--- config.mk ---
export PLATFORM = sky130hd
export DESIGN_NAME = ee_wbuf_ctrl
export DESIGN_NICKNAME = d
export VERILOG_FILES = /design/src/rtl/ee_wbuf_ctrl.sv
export SDC_FILE = /design/constraint.sdc
export NUM_CORES = 1
export LEC_CHECK = 0
export BUFFER_PORTS_ARGS = -buffer_cell sky130_fd_sc_hd__buf_2
export CORE_MARGIN = 3
export CORE_UTILIZATION = 45
export DETAILED_ROUTE_END_ITERATION = 8
export REMOVE_ABC_BUFFERS = 1
export SYNTH_ARGS = -nofsm -noshare
export SYNTH_HDL_FRONTEND = slang
export SYNTH_SLANG_ARGS = --single-unit
--- constraint.sdc ---
create_clock -name clk -period 4.1 [get_ports clk]
set_input_delay 0.205 -clock clk [delete_from_list [all_inputs] [get_ports clk]]
set_output_delay 0.205 -clock clk [all_outputs]
set_load 0.02 [all_outputs]
--- src/rtl/ee_wbuf_ctrl.sv ---
module ee_wbuf_ctrl #(
  parameter int PROG_CYC = 40,
  parameter bit HAS_WC = 1'b0
) (
  input  logic        clk,
  input  logic        rst_n,
  input  logic        addr_vld,
  input  logic [10:0] addr_in,
  input  logic        data_vld,
  input  logic [7:0]  data_in,
  input  logic        stop_in,
  input  logic        mode_in,
  input  logic [1:0]  pb_in,
  input  logic        pen_in,
  input  logic        wc_in,
  input  logic [7:0]  pcfg_in,
  output logic        busy,
  output logic        mem_we,
  output logic [10:0] mem_addr,
  output logic [7:0]  mem_wdata
);
  localparam int AW = 11;
  localparam int SLOTS = 16;
  localparam int CW = $clog2(2 * PROG_CYC + 1);

  logic [CW-1:0]   rem;
  logic [4:0]      scan;
  logic            open_q, multi_q;
  logic [AW-1:0]   start_q;
  logic [3:0]      n_q;
  logic [SLOTS-1:0] mask_q;
  logic [7:0]      buf_q [SLOTS];

  wire [3:0]    idx     = start_q[3:0] + (multi_q ? {1'b0, n_q[2:0]} : n_q);
  wire [AW-1:0] a_cur   = {start_q[AW-1:4], idx};
  wire [AW-1:0] p_base  = {1'b1, pb_in, pcfg_in[7:4], 4'h0};
  wire          prot_on = pen_in & pcfg_in[2] & (HAS_WC ? wc_in : 1'b1);
  wire          hit     = prot_on & (a_cur >= p_base);
  wire          take    = !busy & open_q & data_vld & !stop_in & !addr_vld;
  wire          two_rows = multi_q & (|mask_q[7:0]) & (|mask_q[15:8]);
  wire [CW-1:0] dur     = two_rows ? CW'(2 * PROG_CYC) : CW'(PROG_CYC);

  assign busy      = rem != '0;
  assign mem_we    = busy & !scan[4] & mask_q[scan[3:0]];
  assign mem_addr  = {start_q[AW-1:4], scan[3:0]};
  assign mem_wdata = buf_q[scan[3:0]];

  always_ff @(posedge clk or negedge rst_n) begin
    if (!rst_n) begin
      rem     <= '0;
      scan    <= '0;
      open_q  <= 1'b0;
      multi_q <= 1'b0;
      start_q <= '0;
      n_q     <= '0;
      mask_q  <= '0;
    end else if (busy) begin
      rem <= rem - CW'(1);
      if (!scan[4]) scan <= scan + 5'd1;
      if (rem == CW'(1)) mask_q <= '0;
    end else if (stop_in) begin
      open_q <= 1'b0;
      if (|mask_q) begin
        rem  <= dur;
        scan <= '0;
      end
    end else if (addr_vld) begin
      open_q  <= 1'b1;
      start_q <= addr_in;
      n_q     <= '0;
      mask_q  <= '0;
      multi_q <= HAS_WC ? 1'b0 : mode_in;
    end else if (take) begin
      n_q <= n_q + 4'd1;
      if (!hit) mask_q[idx] <= 1'b1;
    end
  end

  always_ff @(posedge clk) begin
    if (take && !hit) buf_q[idx] <= data_in;
  end
endmodule


==> results by stage, run 1 <==
Status:
- The run finished, with violations left.
- The checks that failed: hold timing.

Global routing:
- The first global-routing pass estimated 24.55 mm of wire.
- The pin count of the biggest net entering global routing is 46.
- The initial antenna violation count came to 0.
- The remaining global-route overflow is 0.
- For this run, the total global-route usage over all layers was measured as 17.97%.
- The number of global-route vias before repair is about 4500.

Routing:
- Using the TritonRoute via totals, the vias-per-cell ratio works out to 5.669.
- Once detail routing completed, the nets flagged for antenna violations numbered 0.
- The number of iterations in the first detailed-routing pass is 5.
- The starting DRC count in detailed routing is between 300 and 400.
- The routed length per placed instance is 20.56 um.
- For this run, design rule violations remaining after detail routing come to 0.
- The final route contains 4246 vias.
- The final layout contains routed wiring with a total length of 15.40 mm.

Clock tree:
- The cell at the root of the clock tree is sky130_fd_sc_hd__clkbuf_16.
- The number of gates resized after CTS was 0.
- The maximum clock insertion buffer count is 2.
- Hold repair after CTS inserted 8 buffers.
- After clock tree synthesis, the clock-pin slew on the worst setup and hold paths is ~70 ps.
- CTS built an H-tree with a depth of 4.
- TritonCTS built the clock tree.
- The clock drives 173 sinks.
- The number of buffers inserted by post-CTS setup repair is 0.
- The clock insertion delay at the later pin of the skew report is about 420 ps.
- The total clock buffers created by CTS is 17.

Worst setup path:
- STA classifies the critical path endpoint as a primary output.
- The slowest stage of the critical path belongs to the cell sky130_fd_sc_hd__dfrtp_2.
- The required time of the critical path is roughly 3900 ps.
- The endpoint arrival time on the critical path is roughly 2900 ps.
- In this design, the stage delay of the slowest critical-path cell is 810 ps.
- The worst setup path is of the reg -> out kind.
- The number of buffers and inverters on the critical path is 2.
- The kind of cell with the highest combined delay along the critical path is multiplexers.
- Along the worst path, the maximum fanout reaches 24.
- The category of the worst setup path launch point is a flop.
- The critical path goes through buf_4 > mux4_1 > mux4_2 > buf_2.

Placed design:
- Summed over all nets, the half-perimeter wirelength after detailed placement is 10.15 mm.
- The instance area at placement is 8098 um^2.
- Routability-driven placement finished with a final weighted congestion of slightly above 0.8.
- The setup slack at placement is roughly 990 ps.
- Once placement completed, the tool counted placed cells totaling 709.
- The count of buffers added on input and output ports is 53.

STA:
- The worst relative slew slack is between 20% and 30%.
- The minimum hold slack is -35.71 ps.
- Setup repair after global routing left no endpoint under its margin.
- The actual transition at the worst max-transition pin is about 1100 ps.
- The final count of negative-setup-slack endpoints is 0.
- The final clock period utilization by the worst path is 74.70%.
- The worst clock skew is 8.245 ps.
- The final max-slew violation count is 0.
- The worst path meets setup with 1037 ps of slack.
- In the final timing run, aggregate negative setup slack is 0 ps.
- The fmax is between 300 and 400 MHz.
- The number of hold violations in the final report was 43.
- The final period demand of the worst path is 3063 ps.

Synthesis:
- By count the netlist is led by sky130_fd_sc_hd__edfxtp_1 (128), sky130_fd_sc_hd__dfrtp_1 (45), sky130_fd_sc_hd__nand2_1 (27), sky130_fd_sc_hd__mux4_2 (25).
- The average instance area after synthesis is 16.88 um^2.
- In the post-synthesis netlist, the biggest area contributors are sky130_fd_sc_hd__edfxtp_1 (51%), sky130_fd_sc_hd__dfrtp_1 (15%), sky130_fd_sc_hd__mux4_2 (7.4%), sky130_fd_sc_hd__mux4_1 (6.6%), sky130_fd_sc_hd__ha_1 (2.3%).
- The dominant cell by count in the synthesized netlist is sky130_fd_sc_hd__edfxtp_1.
- Yosys mapped the design onto 55 distinct sky130hd cell types.
- The area share of the leading cell type in the synthesized netlist is 50.72%.
- Among all flip-flop cells after synthesis, the most frequent one is sky130_fd_sc_hd__edfxtp_1.
- The post-synthesis instance area is 7579 um^2.
- Yosys mapped a number of flops with a built-in enable equal to 128.
- The register bit total from synthesis is 173.
- After synthesis, flip-flops and latches occupy about two thirds of the total area.
- The number of warnings printed during yosys synthesis is 0.
- The fraction of registers with async set/reset is 26.01%.
- The number of instances in the synthesized netlist is 449.
- Summed over all instances, the cell type with the most area after synthesis is sky130_fd_sc_hd__edfxtp_1.

Flow run:
- The max-capacitance violation count is 0.

Layout:
- The number of inserted filler cells in the final layout is 1300.
- The total number of nets in the final design is 572.
- The post-synthesis to final-layout area growth is 15.47%.
- The area of all sequential standard cells is between 4000 and 5000 um^2.
- The final non-filler cell total is 749.
- Of the cells placed in the final design, the portion with a size suffix greater than 1 is 26.27%.
- The number of antenna diodes is 0.
- The area of combinational cells with multiple inputs is around 2400 um^2.
- The final instance area is 8751 um^2.

Worst hold path:
- The type of the most critical hold path is in -> async.

Floorplanning:
- The total number of placement rows is 46.
- The die is between 100 and 150 um wide.
- The die covers between 15000 and 20000 um^2.
- The starting density of the core is 46.86%.
- The area inside the core boundary is roughly 16000 um^2.
- The die height is about 140 um.
- Pin placement for this block handled 58 I/O pins.

Power and ir drop:
- The worst voltage drop across the vdd grid is 0.0002806 V.
- Power spread over the standard cell area amounts to approximately 400 nW/um^2.
- The analysis attributes to cell leakage a power of 3.246 nW.
[worst reg2reg max path, cell delays in order (launching register included)]
cell                       delay (ps)
sky130_fd_sc_hd__dfrtp_1          430
sky130_fd_sc_hd__ha_1             210
sky130_fd_sc_hd__inv_1             50
sky130_fd_sc_hd__fa_1             580
sky130_fd_sc_hd__nand4b_1         290
sky130_fd_sc_hd__or3_1            460
sky130_fd_sc_hd__nor2_1           470
sky130_fd_sc_hd__buf_4            260
[through the flow]
step	util, %	total power (W)
after floorplan	-	0.001924
after global placement	50.07	0.001963
after detailed placement	50.07	0.001966
after CTS	54.11	0.003519
after global routing	54.11	0.003598
final	54.11	0.003494
[power by group]
group	switching [W]	internal, W
Combinational	0.0000330	0.0000183
Clock	0.000662	0.000899
Sequential	0	0.00188
Total	0.000695	0.00280
[cells by family (layout without fill, tap and decap cells)]
| logic type | after synthesis | in the layout | synth area share, % |
|---|---|---|---|
| fa+ha+maj | 15 | 15 | 2.576 |
| mux | 57 | 57 | 15.93 |
| flops | 173 | 173 | 65.58 |
| xor+xnor | 9 | 9 | 1.238 |
| compound gates | 56 | 56 | 4.755 |
| simple gates | 98 | 98 | 6.802 |
| buf+inv | 41 | 125 | 3.120 |
[worst paths after layout]
path,startpoint,end,slack [ps],cells past startpoint
max,scan[0]$_DFFE_PN0P_,mem_wdata[2],1040,4
min,rst_n,rem[0]$_DFFE_PN0P_,-40,1
max reg2reg,n_q[0]$_DFFE_PN0P_,buf_q[8][1]$_DFFE_PP_,1060,7
min reg2reg,n_q[3]$_DFFE_PN0P_,n_q[3]$_DFFE_PN0P_,470,1
max in group asynchronous,rst_n,scan[0]$_DFFE_PN0P_,3400,1
min in group clk,addr_in[8],start_q[8]$_DFFE_PN0P_,10,2
[area by class of cell]
cell class              instances  area share, %
clock buffers                  18          4.904
repair buffers                 80          5.576
flip-flops and latches        173          56.81
multi-input cells             235          27.42
inverters                      13         0.5576
well taps                     216          3.088
clock inverters                14          1.644
[registers in the layout, summed over array words and instances (netlist names)]
name / count
scan: 5
open_q: 1
buf_q: 128
multi_q: 1
n_q: 4
start_q: 11
rem: 7
mask_q: 16
[layout by cell type (no fill, tap or decap), types with 3 or more instances in the layout]
cell,instances
sky130_fd_sc_hd__a21oi_1,13
sky130_fd_sc_hd__nand2_1,27
sky130_fd_sc_hd__o31ai_1,4
sky130_fd_sc_hd__nor4_1,4
sky130_fd_sc_hd__o21ai_0,11
sky130_fd_sc_hd__dlygate4sd3_1,8
sky130_fd_sc_hd__edfxtp_1,128
sky130_fd_sc_hd__buf_4,19
sky130_fd_sc_hd__a22o_1,4
sky130_fd_sc_hd__nor2_1,19
sky130_fd_sc_hd__clkbuf_16,17
sky130_fd_sc_hd__clkinv_1,3
sky130_fd_sc_hd__o21ai_1,7
sky130_fd_sc_hd__nand3_1,7
sky130_fd_sc_hd__nor2b_1,3
sky130_fd_sc_hd__or3_1,5
sky130_fd_sc_hd__ha_1,14
sky130_fd_sc_hd__a21o_1,4
sky130_fd_sc_hd__xnor2_1,5
sky130_fd_sc_hd__mux2_2,5
sky130_fd_sc_hd__mux4_2,25
sky130_fd_sc_hd__dfrtp_1,44
sky130_fd_sc_hd__mux4_1,19
sky130_fd_sc_hd__inv_1,13
sky130_fd_sc_hd__nor3_1,12
sky130_fd_sc_hd__clkinv_4,3
sky130_fd_sc_hd__buf_2,53
sky130_fd_sc_hd__mux2_1,7
[per-layer routing]
layer / vias up / part of all wire, % / GRT usage, %
li1: 1937 / - / -
met1: 2178 / 42 / 23.08
met2: 112 / 52 / 30.89
met3: 19 / 4.2 / 3.195
met4: 0 / 1.8 / 6.383
met5: - / 0 / 0
(Power assumes the default switching activity.)
==> run 2, diff against run 1 <==
==> constraint.sdc (replaced) <==
create_clock -name clk -period 3.1 [get_ports clk]
set_input_delay 0.155 -clock clk [delete_from_list [all_inputs] [get_ports clk]]
set_output_delay 0.155 -clock clk [all_outputs]
set_load 0.02 [all_outputs]
==> results by stage, run 2 (synthesis results as in run 1) <==
Worst hold path:
- The worst hold path startpoint is data_vld.
- The path with the worst hold slack has its endpoint at n_q[1]$_DFFE_PN0P_.
- The cell depth of the worst min-delay path is 3.
- The tightest min-delay check is of the in -> reg type.

Floorplanning:
- The starting density of the core is 46.86% (unchanged).
- The die height is 135.8 um (unchanged).
- The die outline width is 135.8 um (unchanged).
- The total number of placement rows is 46 (unchanged).
- The area inside the core boundary is 16170 um^2 (unchanged).
- The number of top-level pins came to 58 (unchanged).
- The area of the die is 18430 um^2 (unchanged).

Clock tree:
- The clock insertion delay at the later pin of the skew report is 430 ps (about the same).
- The maximum clock insertion buffer count is 2 (unchanged).
- The TritonCTS sink count is 173 (unchanged).
- TritonCTS built the clock tree.
- The cell at the root of the clock tree is sky130_fd_sc_hd__clkbuf_16.
- The clock slew seen by the registers of the worst setup and hold paths came to 60 ps (about the same).
- The total clock buffers created by CTS was 17 (unchanged).
- The H-tree depth came to 4 (unchanged).
- The post-cts repair resize count is 0 (unchanged).

Power and ir drop:
- The standby leakage power is 3.316 nW (+2.2%).
- The worst voltage drop across the vdd grid is 0.0003774 V (+35%).
- The final total power came to 0.004667 W (+34%).
- The power density over the cells is 525.6 nW/um^2 (+32%).

STA:
- The worst setup slack after layout is 313.3 ps (-724.0 ps).
- The final period demand of the worst path is 2787 ps.
- The final count of negative-setup-slack endpoints is 0 (unchanged).
- Static timing analysis puts the maximum clock frequency at 358.9 MHz.
- The final max-slew violation count came to 0 (unchanged).
- Setup repair after global routing left no endpoint under its margin.
- The actual transition at the worst max-transition pin is 1017 ps (-127.9 ps).
- The number of hold violations in the final report is 0 (-100%).
- The total negative setup slack is 0 ps (unchanged).
- After layout, the worst path uses roughly 90% of the clock period.
- The worst relative slew slack was 32.17% (+8.5 points).
- The worst clock skew is 16.19 ps (+7.949 ps).

Status:
- The run finished with clean final reports.

Layout:
- The number of antenna diodes was 0 (unchanged).
- In the layout the commonest cells are sky130_fd_sc_hd__edfxtp_1 (128), sky130_fd_sc_hd__buf_2 (53), sky130_fd_sc_hd__dfrtp_1 (44).
- The register name with the most flops is buf_q.
- The library cell used most frequently in the layout, excluding fill and tap cells, is sky130_fd_sc_hd__edfxtp_1.
- The fraction of final layout cells with drive strength greater than 1 is 27.42% (+1.2 points).
- The number of inserted filler cells in the final layout was 1279 (-1.6%).
- The final non-filler cell total is 763 (+1.9%).
- In the final layout, the registers with the most flip-flops are buf_q (128), mask_q (16), start_q (11).
- The total number of nets in the final design came to 586 (+2.4%).
- The number of flip-flops in the largest register is 128 (unchanged).
- From synthesis to final layout, the design area changed by 17.17%.

Worst setup path:
- The category of the worst setup path launch point is a flop.
- On the critical path, the stage with the largest delay is an instance of sky130_fd_sc_hd__mux4_1.
- The minimum setup slack among reg-to-reg paths is 330 ps (-730 ps).
- The type of destination of the critical path is a primary output.
- The delay of the slowest cell on the worst path is 610 ps (-200 ps).
- The startpoint identified for the worst register-to-register timing path is n_q[0]$_DFFE_PN0P_.
- The worst setup path is of the reg -> out kind.
- The highest net fanout along the worst path came to 21 (-13%).
- The required time of the critical path came to 2940 ps (-950 ps).
- The signal on the critical path passes through buf_4 > mux4_1 > mux4_2 > buf_2.
- The endpoint arrival time on the critical path came to 2630 ps (-230 ps).
- The count of cells along the worst register-to-register path is 8 (+1).
- The worst register-to-register path ends at buf_q[6][0]$_DFFE_PP_.

Global routing:
- The combined global-route utilization of all metal layers is 17.81% (-0.16 points).
- The initial antenna violation count was 0 (unchanged).
- The pin count of the biggest net entering global routing is 46 (unchanged).
- The remaining global-route overflow is 0 (unchanged).
- The number of global-route vias before repair was 4416 (-1.5%).
- The first-pass GRT wire length is 24.39 mm (-0.65%).

Placed design:
- The number of cells after detailed placement was 717 (+1.1%).
- The count of input and output buffers was 53 (unchanged).
- The setup slack at placement is 327.9 ps (-660.0 ps).
- The global placement routability congestion was 0.8606 (+3.8%).
- The half-perimeter wire length after placement was 10.12 mm (-0.32%).

Routing:
- The number of iterations in the first detailed-routing pass is 4 (-1).
- The wire length reported by the detailed router came to 15.50 mm (+0.69%).
- The starting DRC count in detailed routing is 264 (-30%).
- The routed via count was 4324 (+1.8%).
- The DRC violation count after routing was 0 (unchanged).
- The average via count per standard cell came to 5.667 (about the same).
- The routed length per placed instance is 20.32 um (-1.2%).
- The antenna violation net count after detailed routing is 0 (unchanged).

Flow run:
- The max-capacitance violation count is 0 (unchanged).
run 2: cell types whose count changed in the layout (fill, tap and decap cells not counted), sizes merged:
cell         change
clkinvlp         +1
clkinv           -1
dlygate4sd3      +6
buf              +8
run 2: layout make-up:
type                            instances  area, um^2  area share (%)
Multi-Input combinational cell        235        2391           26.93
Inverter                               13       48.80          0.5495
Tap cell                              216       270.3           3.044
Timing Repair Buffer                   94       608.1           6.848
Clock inverter                         14       161.4           1.818
Sequential cell                       173        4971           55.98
Clock buffer                           18       429.2           4.833
run 2: report_power, final:
group / total (W) / switching, W / internal (W) / leakage [nW]
registers: 0.00249 / 0 / 0.00249 / 1.74
logic: 0.0000733 / 0.0000443 / 0.0000290 / 1.29
clock network: 0.00210 / 0.000904 / 0.00120 / 0.282
run 2: critical path, delay by kind of cell (launching register included):
family                 cells  cell delay (ps)
muxes                      2             1110
DFF                        1              500
buffers and inverters      2              590
run 2: metrics by stage:
step	util, %	hold slack [ps]	instance area [um^2]
5_1_grt	54.90	38.17	8880
3_3_place_gp	50.39	368.0	8149
3_5_place_dp	50.39	373.7	8149
4_1_cts	54.90	21.05	8880
6_report	54.90	24.06	8880
2_1_floorplan	-	-140.6	7391
run 2: worst max-delay path by stage:
stage	from	endpoint	slack, ps	depth (start not counted)
floorplan	scan[0]$_DFFE_PN0P_	mem_we	-370	4
detailed placement	n_q[0]$_DFFE_PN0P_	buf_q[6][0]$_DFFE_PP_	330	8
global placement	n_q[0]$_DFFE_PN0P_	buf_q[14][0]$_DFFE_PP_	400	8
finish	scan[0]$_DFFE_PN0P_	mem_wdata[4]	310	4
global route	rem[0]$_DFFE_PN0P_	mem_we	90	6
CTS	scan[0]$_DFFE_PN0P_	mem_wdata[4]	280	4
run 2: what timing repair did:
action,4_1_cts,5_1_grt
hold endpoints to repair,58,0
setup buffers,0,0
hold buffers,14,0
run 2: routing by layer:
layer / share of wire, % / up-vias / routed length, um / track usage, %
li1: - / 1958 / - / -
met1: 43 / 2243 / 6629 / 23.37
met2: 51 / 105 / 7910 / 29.34
met3: 3.9 / 18 / 607 / 3.566
met4: 2.3 / 0 / 354 / 7.223
met5: 0 / - / 0 / 0
==> run 3, diff against run 2 <==
--- a/config.mk
+++ b/config.mk
@@ -10,6 +10,8 @@
 export CORE_UTILIZATION = 45
 export DETAILED_ROUTE_END_ITERATION = 8
 export REMOVE_ABC_BUFFERS = 1
+export SETUP_SLACK_MARGIN = 0.4
+export SLEW_MARGIN = 0
 export SYNTH_ARGS = -nofsm -noshare
 export SYNTH_HDL_FRONTEND = slang
 export SYNTH_SLANG_ARGS = --single-unit
==> results by stage, run 3 (synthesis results as in run 1) <==
Floorplanning:
- The total number of placement rows is 46 (unchanged).
- The die outline width is 135.8 um (unchanged).
- The area of the die is 18430 um^2 (unchanged).
- The die height came to 135.8 um (unchanged).
- The starting density of the core is 46.86% (unchanged).
- The area inside the core boundary is 16170 um^2 (unchanged).
- The number of top-level pins is 58 (unchanged).

Layout:
- The largest registers in the layout are buf_q (128), mask_q (16), start_q (11).
- Leaving out fill and tap cells, the most frequent cell in the layout is sky130_fd_sc_hd__edfxtp_1.
- The final non-filler cell total is 767 (+0.52%).
- The register name with the most flops is buf_q.
- The number of antenna diodes was 0 (unchanged).
- The final instance area is 8965 um^2 (+0.96%).
- The number of flip-flops in the largest register is 128 (unchanged).
- In the layout the commonest cells are sky130_fd_sc_hd__edfxtp_1 (128), sky130_fd_sc_hd__buf_2 (53), sky130_fd_sc_hd__dfrtp_1 (44).
- The utilization after layout is 55.43% (+0.53 points).
- The fraction of final layout cells with drive strength greater than 1 is 29.22% (+1.8 points).
- The total number of nets in the final design is 590 (+0.68%).
- From synthesis to final layout, the design area changed by 18.29%.

Global routing:
- The combined global-route utilization of all metal layers was 17.81% (unchanged).
- The routing usage on met1 is 23.34% (-0.025 points).
- The number of global-route vias before repair came to 4422 (+0.14%).
- The remaining global-route overflow came to 0 (unchanged).
- The first-pass GRT wire length came to 24.40 mm (about the same).
- The initial antenna violation count is 0 (unchanged).
- The fraction of met2 tracks used by global routing is 29.37% (about the same).
- The pin count of the biggest net entering global routing is 46 (unchanged).
- The global-route track usage on met3 was 3.566% (unchanged).
- The busiest metal layer after global routing is met2.

Power and ir drop:
- The part of the total power dissipated in sequential elements is 53.4% (about the same).
- The worst voltage drop across the vdd grid is 0.0003727 V (-1.3%).
- The final total power was 0.004664 W (about the same).
- The power density over the cells is 520.3 nW/um^2 (-1.0%).
- The proportion of total power due to net switching was 20.25% (-0.064 points).
- The standby leakage power is 3.349 nW (+0.97%).
- The share of power burned in the clock network is 45.1% (about the same).
- The net switching power figure is 0.0009447 W (-0.38%).
- The combinational share of power came to 1.6% (about the same).
- The internal power contribution is 0.003719 W (about the same).

STA:
- The number of hold violations in the final report came to 0 (unchanged).
- The final clock period utilization by the worst path is 84.82% (-5.1 points).
- The final max-slew violation count is 0 (unchanged).
- The worst relative slew slack is 32.08% (-0.095 points).
- The actual transition at the worst max-transition pin is 1019 ps (+1.426 ps).
- The total negative setup slack is 0 ps (unchanged).
- The final count of negative-setup-slack endpoints is 0 (unchanged).
- The fmax is 380.3 MHz (+6.0%).
- The final period demand of the worst path is 2629 ps (-157.3 ps).
- The worst clock skew is 5.094 ps (-11.10 ps).
- Setup repair after global routing could not meet its margin everywhere.

Clock tree:
- The tree is rooted in a sky130_fd_sc_hd__clkbuf_16.
- TritonCTS built the clock tree.
- The total clock buffers created by CTS was 17 (unchanged).
- The maximum clock insertion buffer count is 2 (unchanged).
- The H-tree depth is 4 (unchanged).
- The clock insertion delay at the later pin of the skew report is 420 ps (about the same).
- The TritonCTS sink count was 173 (unchanged).
- The clock slew seen by the registers of the worst setup and hold paths came to 60 ps (about the same).

Worst setup path:
- The endpoint arrival time on the critical path came to 2760 ps (+130 ps).
- The kind of critical path is reg -> reg.
- The highest net fanout along the worst path is 8 (-62%).
- The type of destination of the critical path is a flop.
- The delay of the slowest cell on the worst path is 650 ps (+40 ps).
- The cell with the largest stage delay on the worst path is sky130_fd_sc_hd__xor2_1.
- The minimum setup slack among reg-to-reg paths is 470 ps (+140 ps).
- The end of the worst register-to-register path is buf_q[15][2]$_DFFE_PP_.
- The startpoint identified for the worst register-to-register timing path is n_q[1]$_DFFE_PN0P_.
- STA classifies the critical path startpoint as a flop.
- The count of cells along the worst register-to-register path came to 7 (-1).
- The required time of the critical path was 3230 ps (+290 ps).
- Walking the worst path, the cells encountered are ha_1 > a21o_1 > a21oi_2 > xor2_1 > nand2b_1 > nor2_1 > buf_4.

Routing:
- The routed length per placed instance was 20.31 um (about the same).
- The antenna violation net count after detailed routing came to 0 (unchanged).
- The DRC violation count after routing is 0 (unchanged).
- The wire length reported by the detailed router is 15.58 mm (+0.50%).
- The routed via count is 4328 (+0.093%).
- The number of iterations in the first detailed-routing pass is 4 (unchanged).
- The starting DRC count in detailed routing is 269 (+1.9%).
- The average via count per standard cell was 5.643 (-0.43%).

Worst hold path:
- The destination of the worst hold path is n_q[1]$_DFFE_PN0P_.
- The tightest min-delay check is of the in -> reg type.
- The worst hold path begins at data_vld.
- The cell depth of the worst min-delay path is 3 (unchanged).

Placed design:
- The number of cells after detailed placement was 717 (unchanged).
- The global placement routability congestion came to 0.8606 (unchanged).
- The count of input and output buffers is 53 (unchanged).
- The instance area at placement was 8149 um^2 (unchanged).
- The half-perimeter wire length after placement is 10.12 mm (unchanged).

Status:
- The run finished with clean final reports.

Flow run:
- The max-capacitance violation count is 0 (unchanged).
## run 3: area by class of cell
class	count	area [um^2]
tap	216	270.3
inverter	13	48.80
timing repair buffer	98	665.6
multi-input combinational	235	2419
clock inverter	14	161.4
fill	1274	7208
clock buffer	18	429.2
sequential	173	4971
## run 3: worst max-delay path, delay by kind of cell, from the launching register on
kind | cells | cell delay [ps]
XOR/XNOR | 1 | 650
flip-flops | 1 | 420
AND/OR/NAND/NOR | 2 | 390
AO/OA/AOI/OAI | 2 | 380
adder cells (fa/ha/maj) | 1 | 290
buffers and inverters | 1 | 200
## run 3: routing by layer
metal  wire [um]  vias to the layer above
met5           0                        -
met4         340                        0
met3         657                       20
met2        7947                      102
met1        6635                     2243
li1            -                     1963
## run 3: worst max-delay path by stage
stage | from | to | slack, ps | cells after the start
after CTS | scan[0]$_DFFE_PN0P_ | mem_wdata[4] | 380 | 4
after detailed placement | n_q[0]$_DFFE_PN0P_ | buf_q[6][0]$_DFFE_PP_ | 330 | 8
after global routing | n_q[1]$_DFFE_PN0P_ | buf_q[15][4]$_DFFE_PP_ | 340 | 7
final | n_q[1]$_DFFE_PN0P_ | buf_q[15][2]$_DFFE_PP_ | 470 | 7
after floorplan | scan[0]$_DFFE_PN0P_ | mem_we | -370 | 4
after global placement | n_q[0]$_DFFE_PN0P_ | buf_q[14][0]$_DFFE_PP_ | 400 | 8
## run 3: power by group through the flow
stage,clock [W],combinational [W],sequential [W]
2_1_floorplan,0,0.00000601,0.00254
3_3_place_gp,0,0.0000590,0.00254
3_5_place_dp,0,0.0000624,0.00254
4_1_cts,0.00215,0.0000751,0.00249
5_1_grt,0.00223,0.0000835,0.00249
6_report,0.00210,0.0000734,0.00249
## run 3: what timing repair did
action,in CTS,in global routing
endpoints found under the setup margin,34,72
hold buffers,14,0
pin swaps,0,2
gates resized for setup,5,10
buffers inserted,1,3
endpoints found under the hold margin,58,0
## run 3: per-stage QoR
| stage | setup WS [ps] | hold WS (ps) |
|---|---|---|
| 2_1_floorplan | -374.2 | -140.6 |
| 6_report | 470.7 | 34.18 |
| 3_3_place_gp | 397.9 | 368.0 |
| 5_1_grt | 343.5 | 38.17 |
| 3_5_place_dp | 327.9 | 373.7 |
| 4_1_cts | 380.5 | 21.05 |
